File: src/rtl/ptmr_pkg.sv
package ptmr_pkg;
   // register byte offsets
   localparam logic [4:0] OFS_COUNT   = 5'h00;
   localparam logic [4:0] OFS_PRELOAD = 5'h04;
   localparam logic [4:0] OFS_STATUS  = 5'h08;
   localparam logic [4:0] OFS_IEN     = 5'h0C;
   localparam logic [4:0] OFS_CTRL    = 5'h10;

   // control bit positions
   localparam int BIT_EN     = 0;
   localparam int BIT_UP     = 2;
   localparam int BIT_AUTO   = 3;
   localparam int BIT_SRST   = 4;
   localparam int BIT_START  = 5;
   localparam int BIT_RELOAD = 6;
   localparam int BIT_HALT   = 7;
   localparam int PS_LSB     = 16;
   localparam int PS_FIELD_W = 16;

   typedef struct packed {
      logic [PS_FIELD_W-1:0] prescale;
      logic                  halt;
      logic                  start;
      logic                  autorst;
      logic                  up;
      logic                  en;
   } ctrl_t;
endpackage

File: src/rtl/ptmr_presc.sv
module ptmr_presc #(
   parameter int PS_W = 16
) (
   input  logic            clk,
   input  logic            rst_n,
   input  logic            run,
   input  logic [PS_W-1:0] limit,
   output logic            tick
);
   logic [PS_W-1:0] div_q;

   assign tick = run && (div_q == limit);

   always_ff @(posedge clk or negedge rst_n) begin
      if (!rst_n)       div_q <= '0;
      else if (!run)    div_q <= '0;
      else if (tick)    div_q <= '0;
      else              div_q <= div_q + 1'b1;
   end
endmodule

File: src/rtl/ptmr_count.sv
module ptmr_count #(
   parameter int CNT_W = 16
) (
   input  logic             clk,
   input  logic             rst_n,
   input  logic             srst,
   input  logic             cnt_wr,
   input  logic [CNT_W-1:0] wval,
   input  logic             reload,
   input  logic [CNT_W-1:0] preload,
   input  logic             tick,
   input  logic             up,
   input  logic             autorst,
   output logic [CNT_W-1:0] cnt_q,
   output logic             hit_evt
);
   logic [CNT_W-1:0] step_val;
   logic [CNT_W-1:0] term_val;
   logic             step_ok;

   assign step_val = up ? cnt_q + 1'b1 : cnt_q - 1'b1;
   assign term_val = up ? {CNT_W{1'b1}} : {CNT_W{1'b0}};
   assign step_ok  = tick && !cnt_wr && !reload && !srst;
   assign hit_evt  = step_ok && (step_val == term_val);

   always_ff @(posedge clk or negedge rst_n) begin
      if (!rst_n)        cnt_q <= '0;
      else if (srst)     cnt_q <= '0;
      else if (cnt_wr)   cnt_q <= wval;
      else if (reload)   cnt_q <= preload;
      else if (hit_evt)  cnt_q <= autorst ? preload : term_val;
      else if (step_ok)  cnt_q <= step_val;
   end
endmodule

File: src/rtl/ptmr_regs.sv
module ptmr_regs
   import ptmr_pkg::*;
#(
   parameter int CNT_W  = 16,
   parameter int ADDR_W = 5
) (
   input  logic              clk,
   input  logic              rst_n,
   input  logic              wr_en,
   input  logic [ADDR_W-1:0] addr,
   input  logic [31:0]       wdata,
   input  logic [CNT_W-1:0]  cnt_q,
   input  logic              hit_evt,
   output ctrl_t             ctrl_q,
   output logic [CNT_W-1:0]  preload_q,
   output logic              status_q,
   output logic              ien_q,
   output logic              cnt_wr,
   output logic              reload_req,
   output logic              srst_req,
   output logic [31:0]       rd_data
);
   localparam int PAD_W = 32 - CNT_W;

   logic sel_cnt, sel_pre, sel_sts, sel_ien, sel_ctl;
   logic [31:0] cnt_ext, pre_ext, ctl_rd;
   logic unused_wbits;

   assign sel_cnt = (addr == ADDR_W'(OFS_COUNT));
   assign sel_pre = (addr == ADDR_W'(OFS_PRELOAD));
   assign sel_sts = (addr == ADDR_W'(OFS_STATUS));
   assign sel_ien = (addr == ADDR_W'(OFS_IEN));
   assign sel_ctl = (addr == ADDR_W'(OFS_CTRL));

   assign srst_req   = wr_en && sel_ctl && wdata[BIT_SRST];
   assign reload_req = wr_en && sel_ctl && wdata[BIT_RELOAD] && !wdata[BIT_SRST];
   assign cnt_wr     = wr_en && sel_cnt;

   assign unused_wbits = ^{wdata[15:8], wdata[1]};

   always_ff @(posedge clk or negedge rst_n) begin
      if (!rst_n) begin
         ctrl_q    <= '0;
         preload_q <= '0;
         status_q  <= 1'b0;
         ien_q     <= 1'b0;
      end else if (srst_req) begin
         ctrl_q    <= '0;
         preload_q <= '0;
         status_q  <= 1'b0;
         ien_q     <= 1'b0;
      end else begin
         if (wr_en && sel_ctl) begin
            ctrl_q.prescale <= wdata[PS_LSB +: PS_FIELD_W];
            ctrl_q.halt     <= wdata[BIT_HALT];
            ctrl_q.start    <= wdata[BIT_START];
            ctrl_q.autorst  <= wdata[BIT_AUTO];
            ctrl_q.up       <= wdata[BIT_UP];
            ctrl_q.en       <= wdata[BIT_EN];
         end else if (hit_evt && !ctrl_q.autorst) begin
            ctrl_q.start    <= 1'b0;
         end
         if (wr_en && sel_pre) preload_q <= wdata[CNT_W-1:0];
         if (wr_en && sel_ien) ien_q     <= wdata[0];
         if (hit_evt)                           status_q <= 1'b1;
         else if (wr_en && sel_sts && wdata[0]) status_q <= 1'b0;
      end
   end

   // zero extension depends on the counter width variant
   if (PAD_W > 0) begin : g_pad
      assign cnt_ext = {{PAD_W{1'b0}}, cnt_q};
      assign pre_ext = {{PAD_W{1'b0}}, preload_q};
   end else begin : g_full
      assign cnt_ext = cnt_q;
      assign pre_ext = preload_q;
   end

   assign ctl_rd = {ctrl_q.prescale, 8'h00, ctrl_q.halt, 1'b0, ctrl_q.start,
                    1'b0, ctrl_q.autorst, ctrl_q.up, 1'b0, ctrl_q.en};

   always_comb begin
      rd_data = '0;
      if (sel_cnt) rd_data = cnt_ext;
      if (sel_pre) rd_data = pre_ext;
      if (sel_sts) rd_data = {31'd0, status_q};
      if (sel_ien) rd_data = {31'd0, ien_q};
      if (sel_ctl) rd_data = ctl_rd;
   end
endmodule

File: src/rtl/prescaled_timer.sv
module prescaled_timer
   import ptmr_pkg::*;
#(
   parameter int CNT_W  = 16,
   parameter int ADDR_W = 5,
   parameter int PS_W   = 16
) (
   input  logic              clk,
   input  logic              rst_n,
   input  logic              wr_en,
   input  logic [ADDR_W-1:0] addr,
   input  logic [31:0]       wdata,
   output logic [31:0]       rd_data,
   output logic              irq
);
   // elaboration-time parameter checks
   if (!(CNT_W == 16 || CNT_W == 32)) begin : g_bad_cnt_w
      $error("prescaled_timer: CNT_W must be 16 or 32");
   end
   if (ADDR_W < 5) begin : g_bad_addr_w
      $error("prescaled_timer: ADDR_W must reach offset 0x10");
   end
   if (PS_W != PS_FIELD_W) begin : g_bad_ps_w
      $error("prescaled_timer: PS_W must match the control prescale field");
   end

   ctrl_t            ctrl_q;
   logic [CNT_W-1:0] preload_q;
   logic [CNT_W-1:0] cnt_q;
   logic             status_q, ien_q;
   logic             cnt_wr, reload_req, srst_req;
   logic             hit_evt, tick, run;

   assign run = ctrl_q.en && ctrl_q.start && !ctrl_q.halt;
   assign irq = status_q && ien_q;

   ptmr_regs #(.CNT_W(CNT_W), .ADDR_W(ADDR_W)) u_regs (
      .clk(clk), .rst_n(rst_n), .wr_en(wr_en), .addr(addr), .wdata(wdata),
      .cnt_q(cnt_q), .hit_evt(hit_evt), .ctrl_q(ctrl_q), .preload_q(preload_q),
      .status_q(status_q), .ien_q(ien_q), .cnt_wr(cnt_wr),
      .reload_req(reload_req), .srst_req(srst_req), .rd_data(rd_data)
   );

   ptmr_presc #(.PS_W(PS_W)) u_presc (
      .clk(clk), .rst_n(rst_n), .run(run),
      .limit(ctrl_q.prescale[PS_W-1:0]), .tick(tick)
   );

   ptmr_count #(.CNT_W(CNT_W)) u_count (
      .clk(clk), .rst_n(rst_n), .srst(srst_req), .cnt_wr(cnt_wr),
      .wval(wdata[CNT_W-1:0]), .reload(reload_req), .preload(preload_q),
      .tick(tick), .up(ctrl_q.up), .autorst(ctrl_q.autorst),
      .cnt_q(cnt_q), .hit_evt(hit_evt)
   );
endmodule

File: config.mk
export PLATFORM = sky130hd
export DESIGN_NAME = prescaled_timer
export DESIGN_NICKNAME = d
export VERILOG_FILES = /design/src/rtl/ptmr_pkg.sv /design/src/rtl/ptmr_presc.sv /design/src/rtl/ptmr_count.sv /design/src/rtl/ptmr_regs.sv /design/src/rtl/prescaled_timer.sv
export SDC_FILE = /design/constraint.sdc
export NUM_CORES = 1
export LEC_CHECK = 0
export CAP_MARGIN = 20
export CORE_ASPECT_RATIO = 1.1
export CORE_MARGIN = 2
export CORE_UTILIZATION = 45
export CTS_BUF_LIST = sky130_fd_sc_hd__clkbuf_2
export CTS_CLUSTER_SIZE = 16
export DETAILED_ROUTE_END_ITERATION = 12
export GPL_TIMING_DRIVEN = 0
export PLACE_DENSITY = 0.8
export SLEW_MARGIN = 40
export SYNTH_ARGS = -nofsm -noshare
export SYNTH_HDL_FRONTEND = slang
export SYNTH_HIERARCHICAL = 1
export SYNTH_SLANG_ARGS = --single-unit
File: constraint.sdc
create_clock -name clk -period 5.1 [get_ports clk]
set_input_delay 1.02 -clock clk [delete_from_list [all_inputs] [get_ports clk]]
set_output_delay 1.02 -clock clk [all_outputs]
set_load 0.005 [all_outputs]
* Word-level counts from Yosys, hierarchy flattened *
Cells that the tools add are included.

cells by class
  $add $sub $neg = 3
  multiply operators = 0
  divide/modulo/power cells = 0
  $lt $le $gt $ge = 0
  equal/unequal tests = 6
  shift-type cells = 0
  multiplexer cells = 27
  bitwise operators = 0
  reduce and logical (&&, ||, !) cells = 31

operators with widths
  operator               number
  $mux 16                16
  $add 16x1->16 const B  2
  $eq 16x16->1           2
  $mux 32                1
  $mux 21                1
  $logic_and 1x1->1      18
  $mux 17                1
  $sub 16x1->16 const B  1
  $eq 5x4->1 const B     2
  $mux 1                 7
  $logic_not 1->1        6
  $reduce_bool 2->1      3
  $reduce_bool 3->1      2
  $eq 5x3->1 const B     1
  $eq 5x5->1 const B     1
  $logic_not 5->1        1
  $reduce_bool 5->1      1
  $mux 3                 1

word-level totals
  bits in registers = 71
  bits in latches = 0
  RAM bits = 0
  bits in read-only memories = 0
  input bits = 40
  output and inout bits = 33
  word-level logic and storage cells = 78
  memories = 0

* Longest topological paths before layout *
  word-level depth = 12
  gate-level depth with buffers = 16

* By module *
The synthesis kept the hierarchy.

modules (own cells, without submodules)
  module           times used  cells each  area an instance (µm²)
  ptmr_count       1           273         2259.7
  ptmr_regs        1           241         2130.8
  ptmr_presc       1           98          954.7
  prescaled_timer  1           2           15.0

* Least setup slack after synthesis *
No wires, ideal clock.

  path kind = input to register
  from = in addr[2]
  to = reg u_count.cnt_q[3]
  setup time = 0.128 ns
  data arrival time = 3.761 ns
  slack = 1.211 ns
  stages = 15
  buffers on the path = 3
  cells stage by stage = or4b_1 -> buf_2 -> or2_4 -> buf_6 -> nor3b_2 -> nor3_1 -> nand2_1 -> nor3_1 -> and3_2 -> o2111a_2 -> a31oi_1 -> o21ai_2 -> buf_6 -> a221oi_1 -> o21ai_1

between the ends
  cells in the longest elaborated chain, start to end = 12

ends and longest elaborated chain
  what                              line                   RTL
  from (decl)                       prescaled_timer.sv:11  input logic [ADDR_W-1:0] addr,
  $eq 5x5->1 *                      ptmr_regs.sv:33        assign sel_ctl = (addr == ADDR_W'(OFS_CTRL));
  $logic_and 1x1->1 * (3 in a row)  ptmr_regs.sv:36        assign reload_req = wr_en && sel_ctl && wdata[BIT_RELOAD] && !wdata[BIT_SRST];
  net reload_req                    prescaled_timer.sv:31  logic cnt_wr, reload_req, srst_req;
  $logic_not 1->1                   ptmr_count.sv:23       assign step_ok = tick && !cnt_wr && !reload && !srst;
  $logic_and 1x1->1 (2 in a row)    ptmr_count.sv:23
  $logic_and 1x1->1                 ptmr_count.sv:24       assign hit_evt = step_ok && (step_val == term_val);
  $mux 16                           ptmr_count.sv:31       else if (hit_evt) cnt_q <= autorst ? preload : term_val;
  $mux 16                           ptmr_count.sv:30       else if (reload) cnt_q <= preload;
  $mux 16                           ptmr_count.sv:29       else if (cnt_wr) cnt_q <= wval;
  $mux 16                           ptmr_count.sv:28       else if (srst) cnt_q <= '0;
  to (signal assigned)              ptmr_count.sv:29
  to (signal assigned)              ptmr_count.sv:30
  to (signal assigned)              ptmr_count.sv:31
  to (decl)                         ptmr_count.sv:14       output logic [CNT_W-1:0] cnt_q,

The timed path passes the listed nets; every way through them passes the cells marked *.
A chain may end at the register's enable or synchronous reset.

* Final worst setup path *
  from = in addr[4]
  to = out rd_data[8]

between the ends
  cells in the longest elaborated chain, start to end = 6

ends and longest elaborated chain
  what             line                   RTL
  $logic_not 5->1  ptmr_regs.sv:29        assign sel_cnt = (addr == ADDR_W'(OFS_COUNT));
  $mux 16          ptmr_regs.sv:84        if (sel_cnt) rd_data = cnt_ext;
  $mux 16          ptmr_regs.sv:85        if (sel_pre) rd_data = pre_ext;
  $mux 16          ptmr_regs.sv:86        if (sel_sts) rd_data = {31'd0, status_q};
  $mux 16          ptmr_regs.sv:87        if (sel_ien) rd_data = {31'd0, ien_q};
  $mux 32 *        ptmr_regs.sv:88        if (sel_ctl) rd_data = ctl_rd;
  to (decl)        prescaled_timer.sv:13  output logic [31:0] rd_data,

Mark *: on every way between the ends. The rest lies on a longest branch, timed or not.

==> impl_metrics.tcl <==
set metrics [dict create \
    run_status "finished, final reports clean" \
    crit_path_start_kind "primary input" \
    relSlewSlack 0.525 \
    drive_above_1_share 0.118 \
    rr_endpoint "u_count/cnt_q[5]" \
    multiInputGateArea_sq_um 3290 \
    portBuffers 72 \
    numCtsBuffers 9 \
    synth.most_common_cell "dfrtp_1" \
    critical_path_class "primary input to output port" \
    synthFlopType "dfrtp_1" \
    final-hold-violation-count 0 \
    powerDensity_nw_per_um2 450 \
    rsz0062_at_grt "no" \
    drc 0 \
    io_pins 73 \
    regArea_sq_um 1780 \
    p_comb_frac 0.586 \
    rows 41 \
    dieArea_sq_um 12800 \
    grt_start_max_net_pins 59 \
    vias_per_cell 6.13 \
    hpwl_microns 12400 \
    r2r_slack_ps 820 \
    detail_route.wl_per_cell_microns 18.8 \
    ant_nets 0 \
    start_util 0.464 \
    synth-seq-cells 71 \
    leakage_nw 2.59 \
    num_vias 5233 \
    cts_root_buf "clkbuf_2" \
    grt_pass1_vias 5165 \
    synth_top_area_frac 0.331 \
    cts_sinks 71 \
    clkLatencyLatePin_ps 540 \
    worst_pin_slew_ps 707 \
    die_h_microns 118 \
    finalCriticalPeriod_ps 4730 \
    cp.required_ps 4080 \
    wirelength_microns 16000 \
    syn2layout_area_growth_pct 20.7 \
    antenna_cells 0 \
    setup_ws_ps 369 \
    gp_congestion 0.935 \
    yosys-top-cells-area "dfrtp_1 (33%), o21ai_0 (4.6%), xnor2_1 (3.8%)" \
    yosys_warnings 6 \
    maxCapViolations 0 \
    slew_viol_final 0 \
    p_clk_frac 0.142 \
    clockBufferDepth 2 \
    hold_path.class "primary input to async pin" \
    dpl.cell_count 837 \
    p_sw_frac 0.453 \
    setup_viol 0 \
    n_fill_cell 1013 \
    synth_top_cells_by_count "dfrtp_1 (71), nand2_1 (53), o21ai_0 (49)" \
    ir_worst_vdd_mv 0.379 \
    pwr-share-seq 0.272 \
    drtPass1Iterations 6 \
    synthesis.nets 670 \
    postCtsSetupBuffers 0 \
    cts_resized 0 \
    critPathCaptureType "output port" \
    switchingPower_mw 1.32 \
    p_int_mw 1.59 \
    worstRegToRegCells 14 \
    yosys.area.top_type "dfrtp_1" \
    coreArea_sq_um 11500 \
    syn_area_sq_um 5360 \
    cts.reportedPaths.clkPinSlew_ps 220 \
    worstPathMaxFanout 10 \
    synth.yosys.seq_area_share 0.331 \
    fmax_mhz 211 \
    die_w_microns 108 \
    hold_ws_ps 257 \
    final_cells 853 \
    holdBufCountCts 0 \
    grt_pass1_wl_microns 25800 \
    netlist_instances 614 \
    final_util 0.560 \
    final_nets 754 \
    grt_overflow 0 \
    pre_cts_slack_ps -237 \
    avgSynthCellArea_sq_um 8.73 \
    ys_async_sr_fraction 1.00 \
    htree_levels 3 \
    antenna_found_initial 0 \
    fin_crit_sh 0.928 \
    worstReg2RegStart "u_regs/ctrl_q[1]" \
    drt-initial-drc-count 497 \
    cts_tree "built" \
    skew_ps 37.8 \
    cp_data_arrival_time_ps 3710 \
    synth_cell_types 84 \
    grtUsageTotal 0.255 \
    synth_edf_count 0 \
]
worst max path at each step:
stage	start	endpoint	slack (ps)	cells past startpoint
floorplan	addr[2]	u_count/cnt_q[3]	1210	15
finish	addr[4]	rd_data[8]	370	7
detailed placement	addr[2]	u_regs/ctrl_q[3]	-240	17
CTS	addr[3]	u_regs/ctrl_q[3]	350	17
global route	addr[4]	u_count/cnt_q[9]	220	17
global placement	addr[3]	u_regs/ctrl_q[3]	-90	17
layout make-up:
cell class | instances | share of cell area
Tap cell | 150 | 0.0290
Clock inverter | 7 | 0.0172
Timing Repair Buffer | 73 | 0.116
Multi-Input combinational cell | 484 | 0.509
Inverter | 22 | 0.0128
Buffer | 37 | 0.0348
Clock buffer | 9 | 0.00696
Sequential cell | 71 | 0.275
worst max-delay path, cell delays in order:
cell	delay, ps
clkdlybuf4s50_1	520
or2_1	270
clkbuf_1	210
nor4_2	580
buf_2	380
a22o_1	210
clkdlybuf4s50_1	510
layout by cell type, fill, tap and decap left out, types with 5 or more instances in the layout:
cell             Yosys  final
clkbuf_2             0      9
o21ai_1             24     24
dfrtp_1             71     71
o211ai_1             5      5
clkbuf_1            15     15
buf_2               13     13
nor3_1              18     18
a221o_1              6      6
nor2_1              36     36
ha_1                15     15
clkdlybuf4s50_1      0     71
a22o_1              13     13
a221oi_2            10     10
nor4_1               8      7
o21ai_0             49     49
inv_1               22     22
and2_1              25     25
a21oi_1             35     35
a31oi_1              5      5
nand3_1             29     29
nand4_1             10     10
a22oi_1              6      6
a221oi_1             7      7
buf_6                8      9
xor2_1              16     16
nand2_1             53     53
xnor2_1             23     23
metrics by stage:
| stage | setup TNS, ps | cell area (sq um) | total power, mW |
|---|---|---|---|
| CTS | 0 | 6460 | 2.89 |
| global placement | -146 | 6270 | 2.40 |
| detailed placement | -583 | 6300 | 2.47 |
| finish | 0 | 6470 | 2.91 |
| global route | 0 | 6470 | 3.15 |
| floorplan | 0 | 5360 | 2.07 |
metal layers:
layer	track usage	wire length, microns	vias to the layer above
met3	0.0359	990	39
li1	-	-	2455
met1	0.319	6530	2509
met5	0	0	-
met2	0.438	8000	230
met4	0.0986	482	0
cells by family after synthesis:
logic type | after synthesis | synth area share
buffers and inverters | 59 | 0.0574
muxes | 2 | 0.00677
AOI/OAI and AO/OA | 202 | 0.269
and+or+nand+nor | 225 | 0.233
adders and majority gates | 16 | 0.0387
DFF | 71 | 0.331
xor gates and xnor gates | 39 | 0.0637
power by group through the flow:
stage	sequential (mW)	combinational [mW]	clock, mW
global route	0.804	1.90	0.443
CTS	0.787	1.68	0.424
finish	0.791	1.71	0.414
global placement	0.793	1.61	0
floorplan	0.742	1.33	0
detailed placement	0.797	1.67	0
state kept, by name, indices dropped and copies added, names as in the netlist:
name,count
u_regs/ctrl_q,21
u_count/cnt_q,16
u_presc/div_q,16
u_regs/preload_q,16
u_regs/ien_q,1
u_regs/status_q,1
Power figures use the tool's default switching activity.
